--- src/rtl/cwb_pkg.sv ---
package cwb_pkg;

   typedef enum logic [2:0] {
      MS_IDLE    = 3'd0,
      MS_WB_REQ  = 3'd1,
      MS_WB_WAIT = 3'd2,
      MS_RF_REQ  = 3'd3,
      MS_RF_WAIT = 3'd4
   } miss_state_e;

endpackage

--- src/rtl/cwb_addr_split.sv ---
module cwb_addr_split #(
   parameter int WADDR_W = 10,
   parameter int WSEL_W  = 2,
   parameter int IDX_W   = 3,
   parameter int TAG_W   = 5,
   parameter int BADDR_W = 8
) (
   input  logic [WADDR_W-1:0] waddr,
   output logic [TAG_W-1:0]   tag,
   output logic [IDX_W-1:0]   idx,
   output logic [WSEL_W-1:0]  wsel,
   output logic [BADDR_W-1:0] baddr
);

   // word select lowest, line index above it, tag on top
   assign wsel  = waddr[WSEL_W-1:0];
   assign idx   = waddr[WSEL_W +: IDX_W];
   assign tag   = waddr[WADDR_W-1 -: TAG_W];
   assign baddr = waddr[WADDR_W-1 -: BADDR_W];

endmodule

--- src/rtl/cwb_line_store.sv ---
module cwb_line_store #(
   parameter int LINES     = 8,
   parameter int TAG_W     = 5,
   parameter int WORD_W    = 32,
   parameter int BLK_WORDS = 4,
   parameter int IDX_W     = $clog2(LINES),
   parameter int WSEL_W    = $clog2(BLK_WORDS),
   parameter int LANES     = WORD_W / 8,
   parameter int BLK_W     = WORD_W * BLK_WORDS
) (
   input  logic              clk,
   input  logic              rst_n,
   input  logic [IDX_W-1:0]  idx,
   input  logic [WSEL_W-1:0] wsel,
   input  logic              wr_en,
   input  logic [LANES-1:0]  wr_be,
   input  logic [WORD_W-1:0] wr_data,
   input  logic              fill_en,
   input  logic [TAG_W-1:0]  fill_tag,
   input  logic [BLK_W-1:0]  fill_block,
   output logic              line_valid,
   output logic              line_dirty,
   output logic [TAG_W-1:0]  line_tag,
   output logic [BLK_W-1:0]  line_block
);

   logic [LINES-1:0] valid_q;
   logic [LINES-1:0] dirty_q;
   logic [TAG_W-1:0] tag_q  [LINES];
   logic [BLK_W-1:0] data_q [LINES];
   logic [BLK_W-1:0] merged;

   assign line_valid = valid_q[idx];
   assign line_dirty = dirty_q[idx];
   assign line_tag   = tag_q[idx];
   assign line_block = data_q[idx];

   // byte-lane merge of the write word into the addressed block
   for (genvar w = 0; w < BLK_WORDS; w++) begin : g_word
      for (genvar b = 0; b < LANES; b++) begin : g_lane
         assign merged[(w*LANES + b)*8 +: 8] =
            (wsel == WSEL_W'(w) && wr_be[b]) ? wr_data[b*8 +: 8]
                                             : line_block[(w*LANES + b)*8 +: 8];
      end
   end

   always_ff @(posedge clk or negedge rst_n) begin
      if (!rst_n) begin
         valid_q <= '0;
         dirty_q <= '0;
      end else if (fill_en) begin
         valid_q[idx] <= 1'b1;
         dirty_q[idx] <= 1'b0;
      end else if (wr_en) begin
         dirty_q[idx] <= 1'b1;
      end
   end

   always_ff @(posedge clk) begin
      if (fill_en) begin
         tag_q[idx]  <= fill_tag;
         data_q[idx] <= fill_block;
      end else if (wr_en) begin
         data_q[idx] <= merged;
      end
   end

endmodule

--- src/rtl/cwb_miss_fsm.sv ---
module cwb_miss_fsm
   import cwb_pkg::*;
(
   input  logic        clk,
   input  logic        rst_n,
   input  logic        lookup,
   input  logic        hit,
   input  logic        victim_dirty,
   input  logic        mem_rdy,
   input  logic        mem_done,
   output miss_state_e state,
   output logic        mem_req,
   output logic        mem_we,
   output logic        fill_en
);

   miss_state_e state_q, state_d;

   always_comb begin
      state_d = state_q;
      unique case (state_q)
         MS_IDLE:    if (lookup && !hit)
                        state_d = victim_dirty ? MS_WB_REQ : MS_RF_REQ;
         MS_WB_REQ:  if (mem_rdy)  state_d = MS_WB_WAIT;
         MS_WB_WAIT: if (mem_done) state_d = MS_RF_REQ;
         MS_RF_REQ:  if (mem_rdy)  state_d = MS_RF_WAIT;
         MS_RF_WAIT: if (mem_done) state_d = MS_IDLE;
         default:    state_d = MS_IDLE;
      endcase
   end

   always_ff @(posedge clk or negedge rst_n) begin
      if (!rst_n) state_q <= MS_IDLE;
      else        state_q <= state_d;
   end

   assign state   = state_q;
   assign mem_req = (state_q == MS_WB_REQ) || (state_q == MS_RF_REQ);
   assign mem_we  = (state_q == MS_WB_REQ);
   assign fill_en = (state_q == MS_RF_WAIT) && mem_done;

endmodule

--- src/rtl/cwb_cache.sv ---
module cwb_cache
   import cwb_pkg::*;
#(
   parameter int WADDR_W   = 10,
   parameter int WORD_W    = 32,
   parameter int BLK_WORDS = 4,
   parameter int LINES     = 8
) (
   input  logic                                      clk,
   input  logic                                      rst_n,
   input  logic                                      cpu_req,
   input  logic                                      cpu_we,
   input  logic [WADDR_W-1:0]                        cpu_waddr,
   input  logic [WORD_W/8-1:0]                       cpu_be,
   input  logic [WORD_W-1:0]                         cpu_wdata,
   output logic [WORD_W-1:0]                         cpu_rdata,
   output logic                                      cpu_ready,
   output logic                                      mem_req,
   output logic                                      mem_we,
   output logic [WADDR_W-$clog2(BLK_WORDS)-1:0]      mem_baddr,
   output logic [WORD_W*BLK_WORDS-1:0]               mem_wdata,
   input  logic                                      mem_rdy,
   input  logic [WORD_W*BLK_WORDS-1:0]               mem_rdata,
   input  logic                                      mem_done
);

   localparam int LANES   = WORD_W / 8;
   localparam int WSEL_W  = $clog2(BLK_WORDS);
   localparam int IDX_W   = $clog2(LINES);
   localparam int TAG_W   = WADDR_W - WSEL_W - IDX_W;
   localparam int BADDR_W = WADDR_W - WSEL_W;
   localparam int BLK_W   = WORD_W * BLK_WORDS;

   // elaboration-time parameter checks
   if (BLK_WORDS < 2 || (1 << WSEL_W) != BLK_WORDS) begin : g_bad_blk
      $error("cwb_cache: BLK_WORDS must be a power of two of at least 2");
   end
   if (LINES < 2 || (1 << IDX_W) != LINES) begin : g_bad_lines
      $error("cwb_cache: LINES must be a power of two of at least 2");
   end
   if (WORD_W < 8 || (WORD_W % 8) != 0) begin : g_bad_word
      $error("cwb_cache: WORD_W must be a whole number of bytes");
   end
   if (TAG_W < 1) begin : g_bad_tag
      $error("cwb_cache: address too narrow to leave a tag");
   end

   logic [TAG_W-1:0]   req_tag;
   logic [IDX_W-1:0]   req_idx;
   logic [WSEL_W-1:0]  req_wsel;
   logic [BADDR_W-1:0] req_baddr;

   logic               line_valid, line_dirty;
   logic [TAG_W-1:0]   line_tag;
   logic [BLK_W-1:0]   line_block;
   logic               hit, fill_en, wr_hit;
   miss_state_e        state;

   cwb_addr_split #(
      .WADDR_W(WADDR_W), .WSEL_W(WSEL_W), .IDX_W(IDX_W),
      .TAG_W(TAG_W), .BADDR_W(BADDR_W)
   ) u_split (
      .waddr(cpu_waddr), .tag(req_tag), .idx(req_idx),
      .wsel(req_wsel), .baddr(req_baddr)
   );

   cwb_line_store #(
      .LINES(LINES), .TAG_W(TAG_W), .WORD_W(WORD_W), .BLK_WORDS(BLK_WORDS)
   ) u_store (
      .clk(clk), .rst_n(rst_n), .idx(req_idx), .wsel(req_wsel),
      .wr_en(wr_hit), .wr_be(cpu_be), .wr_data(cpu_wdata),
      .fill_en(fill_en), .fill_tag(req_tag), .fill_block(mem_rdata),
      .line_valid(line_valid), .line_dirty(line_dirty),
      .line_tag(line_tag), .line_block(line_block)
   );

   cwb_miss_fsm u_fsm (
      .clk(clk), .rst_n(rst_n), .lookup(cpu_req), .hit(hit),
      .victim_dirty(line_valid && line_dirty),
      .mem_rdy(mem_rdy), .mem_done(mem_done), .state(state),
      .mem_req(mem_req), .mem_we(mem_we), .fill_en(fill_en)
   );

   assign hit       = line_valid && (line_tag == req_tag);
   assign cpu_ready = cpu_req && hit && (state == MS_IDLE);
   assign wr_hit    = cpu_ready && cpu_we;

   // word selection out of the addressed block
   logic [WORD_W-1:0] blk_words [BLK_WORDS];
   for (genvar g = 0; g < BLK_WORDS; g++) begin : g_rd
      assign blk_words[g] = line_block[g*WORD_W +: WORD_W];
   end
   assign cpu_rdata = blk_words[req_wsel];

   // victim address during write-back, requested block otherwise
   assign mem_baddr = (state == MS_WB_REQ || state == MS_WB_WAIT)
                      ? {line_tag, req_idx} : req_baddr;
   assign mem_wdata = line_block;

endmodule

--- config.mk ---
export PLATFORM = sky130hd
export DESIGN_NAME = cwb_cache
export DESIGN_NICKNAME = d
export VERILOG_FILES = /design/src/rtl/cwb_pkg.sv /design/src/rtl/cwb_addr_split.sv /design/src/rtl/cwb_line_store.sv /design/src/rtl/cwb_miss_fsm.sv /design/src/rtl/cwb_cache.sv
export SDC_FILE = /design/constraint.sdc
export NUM_CORES = 1
export LEC_CHECK = 0
export BUFFER_PORTS_ARGS = -buffer_cell sky130_fd_sc_hd__buf_2
export CORE_AREA = 2 2 242 424
export DETAILED_ROUTE_END_ITERATION = 6
export DIE_AREA = 0 0 244 426
export SYNTH_ARGS = -nofsm -noshare
export SYNTH_HDL_FRONTEND = slang
export SYNTH_SLANG_ARGS = --single-unit
--- constraint.sdc ---
create_clock -name clk -period 29.2 [get_ports clk]
set_input_delay 1.46 -clock clk [delete_from_list [all_inputs] [get_ports clk]]
set_output_delay 1.46 -clock clk [all_outputs]
set_load 0.01 [all_outputs]
* After elaboration in Yosys (flattened, before gate mapping)
Memory sizes are Yosys's and may differ from the RTL's.
Index checks and enable logic that the tools add are counted.
** Storage, ports and cells
- Register bits after elaboration :: 19
- Latch bits :: 0
- RAM bits :: 1064
- ROM bits :: 0
- Input bits :: 180
- Output and inout bits :: 171
- Memories kept :: 2
** Memories
- u_store.data_q :: depth 8, bits a word 128, rd ports 1, clocked after Yosys merged registers in 0, wr ports 1, line cwb_line_store.sv:30 : logic [BLK_W-1:0] data_q [LINES];
- u_store.tag_q :: depth 8, bits a word 5, rd ports 1, clocked after Yosys merged registers in 0, wr ports 1, line cwb_line_store.sv:29 : logic [TAG_W-1:0] tag_q [LINES];
** Cells by class
- $add $sub $neg :: 0
- $mul :: 0
- Div/mod/pow operators :: 0
- $lt $le $gt $ge :: 3
- Equal/unequal tests :: 13
- Shift operators :: 0
- Mux-type cells :: 41
- Bitwise logic cells :: 6
- Reduce and logical (&&, ||, !) cells :: 31
** Operators by type and width (number)
- two-way mux 8 bit :: 19
- two-way mux 128 bit :: 1
- binary-select mux 32 bit (select 2 bit) :: 1
- two-way mux 32 bit :: 2
- logical AND 1 bit :: 24
- OR 8 bit :: 2
- two-way mux 3 bit :: 5
- case mux 3 bit (5 select lines) :: 1
- bitwise AND 8 bit :: 1
- two-way mux 1 bit :: 8
- inverter 8 bit :: 1
- binary-select mux 1 bit (select 3 bit) :: 2
- equality test 3 x 2 -> 1 bit (second input constant) :: 2
- != test 2 bit (second input constant) :: 3
- equality test 5 bit :: 1
- AND reduction 5 bit :: 1
- equality test 2 bit (second input constant) :: 2
- < comparator 3 x 4 -> 1 bit (second input constant) :: 1
- != test 2 x 1 -> 1 bit (second input constant) :: 2
- demux 1 bit (select 3 bit) :: 1
- equality test 3 x 1 -> 1 bit (second input constant) :: 1
- equality test 3 bit (second input constant) :: 1
- greater-or-equal comparator 3 x 1 -> 1 bit (second input constant) :: 1
- greater-or-equal comparator 3 bit (second input constant) :: 1
- 9 further kinds :: 10

* Depth between registers and ports, before layout
- Depth after elaboration :: 10
- Mapped depth :: 11
- Gate-level depth less buffers :: 6

* Hierarchy
Synthesis repeated with hierarchy kept, for this count alone.
** Unflattened totals
- Cell total of the unflattened synthesis :: 2088
- Area total of the unflattened synthesis :: 44830.5 µm²
** By module, submodules not included
- cwb_line_store :: instances 1, cells each 1991, area an instance 43504.2 µm², sequential area each 32351.0 µm²
- cwb_cache :: instances 1, cells each 64, area an instance 1019.7 µm², sequential area each 0.0 µm²
- cwb_miss_fsm :: instances 1, cells each 15, area an instance 171.4 µm², sequential area each 75.1 µm²
- cwb_addr_split :: instances 1, cells each 18, area an instance 135.1 µm², sequential area each 0.0 µm²

* Least setup slack after synthesis
No wires, ideal clock.
- Kind :: input port to flip-flop
- Start :: in cpu_waddr[2]
- End :: mem u_store.data_q[0][0] in the netlist's numbering, enable pin
- Setup time :: 810 ps
- Arrival time :: 12496 ps
- Required time :: 28390 ps
- Slack :: 15894 ps
- Stages :: 8
- Path buffers :: 2
- Cells stage by stage :: buf_4 -> mux4_2 -> mux2i_1 -> or2_1 -> o2111ai_1 -> or4b_1 -> buf_2 -> a21boi_0
** On the way
- Cells in the longest elaborated chain, start to end :: 10
- Elaborated cells on any way between the ends :: 12
** RTL lines
- start, declared :: line cwb_cache.sv:13 : input logic [WADDR_W-1:0] cpu_waddr,
- memory (8 x 5 bit) / binary-select mux 1 bit (select 3 bit) (equally long branches)
- equality test 5 bit / two-way mux 1 bit (equally long branches) :: line cwb_cache.sv:84, cwb_line_store.sv:33
- logical AND 1 bit :: line cwb_cache.sv:84 : assign hit = line_valid && (line_tag == req_tag);
- logical AND 1 bit (2 in a row) :: line cwb_cache.sv:85 : assign cpu_ready = cpu_req && hit && (state == MS_IDLE);
- logical AND 1 bit :: line cwb_cache.sv:86 : assign wr_hit = cpu_ready && cpu_we;
- two-way mux 1 bit :: line cwb_line_store.sv:63 : end else if (wr_en) begin
- two-way mux 1 bit :: line cwb_line_store.sv:60 : if (fill_en) begin
- two-way mux 1 bit (not written as such) :: line cwb_line_store.sv:64 : data_q[idx] <= merged;
- OR 1 bit (no source line)
- end, declared :: line cwb_line_store.sv:30
Parallel ways exist; a longest one is shown, timed or not. The select of a mux whose other input is x is not followed.

* Worst setup path in the final report
- Start :: in cpu_waddr[4]
- End :: mem u_store.data_q[6][96] in the netlist's numbering, enable pin
Same word-level chain as after synthesis.

==> qor.txt <==
RSZ-0062 raised after global routing -> no
sequential-to-total area share from yosys stat -> 72.13%
Clock Latency Late Sink -> 0.72 ns
Slowest-stage cell, CP -> or4b_1
met2 usage -> 44.58%
Synth Area in Adders -> 0%
Synth Flop Type -> edfxtp_1
Post-Syn Area -> 44950 um2
Worst Reg-to-Reg Cells -> 7
CP cell instances -> buf_8 -> buf_4 -> and2_1 -> buf_4 -> a22oi_1 -> nand2_1 -> o2111ai_1 -> or4b_1 -> a21oi_4 -> buf_4
Seq cells post-synth -> 1083
Post-Synth Simple-Gate Area -> 3.014%
worst flop-to-flop path endpoint -> u_store.data_q[6][96]
mean post-synth cell area -> 18.18 um2
die area -> 103900 um2
Worst Hold Depth -> 1
first-pass iteration count of the detailed router -> 6
Worst Setup Path Type -> in2reg
Slew HR -> 19.00%
drt wl/cell -> 32.77 um
power density relative to cell area -> 65.72 nW/um2
RD Place Congestion -> 0.8788
min-delay worst type -> reg2reg
Tmin final -> 6.883 ns
Clock transition at path regs -> 0.07 ns
drt total wl -> 138000 um
clock sinks -> 1083
Worst-Margin Slew -> 1.215 ns
Slew Limit Fails -> 0
CP bufs+invs -> 4
worst min-delay path endpoint -> u_store.valid_q[3]
HP Start -> u_store.valid_q[3]
# resized after CTS -> 0
vias per inst -> 6.202
via count -> 26130
layout cells sized above 1 -> 33.51%
final hold viol count -> 0
DRC Markers -> 0
post-CTS setup buffer count -> 0
TritonCTS buffer count -> 96
placed cell area -> 48180 um2
largest net degree at the start of global routing -> 131
EDFF count, synth -> 1064
Peak VDD IR -> 47.11 uV
outcome -> finished, final reports clean
syn nets -> 2653
initial DRC count -> 2990
final setup vio count -> 0
initial antenna violation count -> 10
most used cell, CP -> buf_4
post-synthesis mux area share -> 16.70%
ys async rst share -> 1.754%
Max H-tree Level -> 3
cell row count -> 154
Area Growth Syn to Fin -> 14.56%
cell count after synthesis -> 2473
fin crit share -> 23.57%
GRT Overall Usage -> 26.38%
count of different cell masters after synthesis -> 52
crit-path leading delay family -> buffers and inverters
max frequency -> 145.3 MHz
R2R Path Start -> u_store.tag_q[0][3]
IO Pins -> 351
first-pass GRT wire length -> 195400 um
GR peak layer -> met2
CTS root buf -> clkbuf_16
Layout Nets -> 2984
Setup Total Neg Slack -> 0 ns
CP Launch Type -> input port
Setup Skew -> 0.03472 ns
main combinational cell family by area after synthesis -> multiplexers
Arr. time, crit path -> 7.20 ns
Req. time, crit path -> 29.51 ns
yosys warns -> 0
vias in the first global route -> 26390
reg-to-reg setup timing slack -> 24.39 ns
Leak -> 17.16 nW
XOR/XNOR Fraction of Synth Area -> 0.05845%
Detail Placement HPWL -> 85200 um
core box area -> 100400 um2
Max Root-Sink Buffers -> 3
CP max stage delay -> 0.98 ns
Synth Area in Compound Gates -> 6.184%
GR met3 Demand/Resource -> 4.484%
fin area -> 51500 um2
max_cap viols -> 0
total grt overflow -> 0
Die X -> 244 um
utilization after layout -> 51.30%
met1 Track Usage GR -> 34.38%
hold buffer count at cts -> 0
IO buf count -> 350
Crit Path Max Fanout -> 99
die height -> 426 um
ANT nets after route -> 0
Initial Util -> 44.78%
CTS tree -> built
CP endpoint kind -> register
-- how the worst max path moves through the flow --
stage	start	endpoint	slack [ns]	depth (start not counted)
finish	cpu_waddr[4]	u_store.data_q[6][96]	22.32	10
global route	cpu_waddr[4]	u_store.data_q[6][111]	22.12	10
CTS	cpu_waddr[4]	u_store.data_q[6][121]	22.40	10
detailed placement	cpu_waddr[4]	u_store.data_q[6][122]	21.66	10
global placement	cpu_waddr[4]	u_store.data_q[4][114]	21.74	11
floorplan	cpu_waddr[2]	u_store.data_q[0][0]	15.89	8
-- cells in the mapped netlist (5+ instances only) --
| cell type | number | area, um2 |
|---|---|---|
| a21oi_1 | 36 | 180.2 |
| mux2_1 | 97 | 1092 |
| nand2b_1 | 6 | 37.54 |
| clkbuf_1 | 89 | 334.1 |
| dfrtp_1 | 19 | 475.5 |
| nor2b_1 | 9 | 56.30 |
| buf_4 | 9 | 67.56 |
| mux4_2 | 156 | 3513 |
| o221ai_1 | 5 | 43.79 |
| buf_1 | 22 | 82.58 |
| buf_2 | 37 | 185.2 |
| nand2_1 | 211 | 792.0 |
| a31oi_1 | 41 | 256.5 |
| inv_1 | 10 | 37.54 |
| o22ai_1 | 44 | 275.3 |
| and2_1 | 8 | 50.05 |
| nand3_1 | 7 | 35.03 |
| or2_2 | 5 | 31.28 |
| a22o_1 | 8 | 70.07 |
| a221o_1 | 29 | 290.3 |
| mux2_2 | 234 | 2635 |
| a221oi_1 | 115 | 1007 |
| buf_6 | 10 | 112.6 |
| nor2_1 | 67 | 251.5 |
| a22oi_1 | 61 | 457.9 |
| o21ai_0 | 7 | 35.03 |
| mux2i_1 | 25 | 250.2 |
| edfxtp_1 | 1064 | 31950 |
| nor3_1 | 6 | 30.03 |
-- sequential cells by signal, indices dropped and copies added (netlist names), named ones only --
register	count
u_store.valid_q	8
u_fsm.state	3
u_store.data_q	1024
u_store.tag_q	40
-- per-layer routing --
metal  part of all wire (%)  vias to the layer above
li1                       -                    10820
met1                     38                    13690
met2                     50                     1379
met3                    8.1                      222
met4                    3.5                       10
met5                  0.051                        -
-- kinds of logic (layout without fill, tap and decap cells) --
logic type | Yosys count | count (layout)
flops | 1083 | 1083
compound gates | 365 | 365
mux | 513 | 513
xor+xnor | 3 | 3
other cells | 0 | 1
simple gates | 327 | 327
buf+inv | 182 | 595
-- report_power, final --
group	internal, mW	switching (mW)	total [mW]
Clock	0.753	0.585	1.34
Sequential	1.72	0.00895	1.73
Combinational	0.114	0.201	0.315
-- cell usage in the layout (no fill, tap or decap), drive strengths merged, types with 36 or more instances in the layout --
cell type,Yosys,routed
nor2,67,67
mux4,156,156
a31oi,41,41
clkinv,1,41
mux2,332,332
a22oi,62,62
nand2,211,211
edfxtp,1064,1064
a221oi,115,115
clkbuf,89,115
a21oi,36,36
o22ai,45,45
buf,80,402
-- per-stage QoR --
step                std cells  hold WS [ns]  total power [mW]  setup WS, ns
floorplan                2473        0.4289             1.942         15.89
global placement         4032        0.4494             2.076         21.74
detailed placement       4032        0.4559             2.081         21.66
CTS                      4212        0.4719             3.402         22.40
global route             4212        0.4931             3.477         22.12
finish                   4213        0.4717             3.385         22.32
-- layout make-up --
type / instances / area (um2)
antenna: 1 / 2.502
clock buffer: 115 / 2505
clock inverter: 65 / 813.3
fill: 8209 / 48890
inverter: 13 / 50.05
multi-input combinational: 1208 / 11790
sequential: 1083 / 32430
tap: 1326 / 1659
timing repair buffer: 402 / 2250
Power figures use the tool's default switching activity.
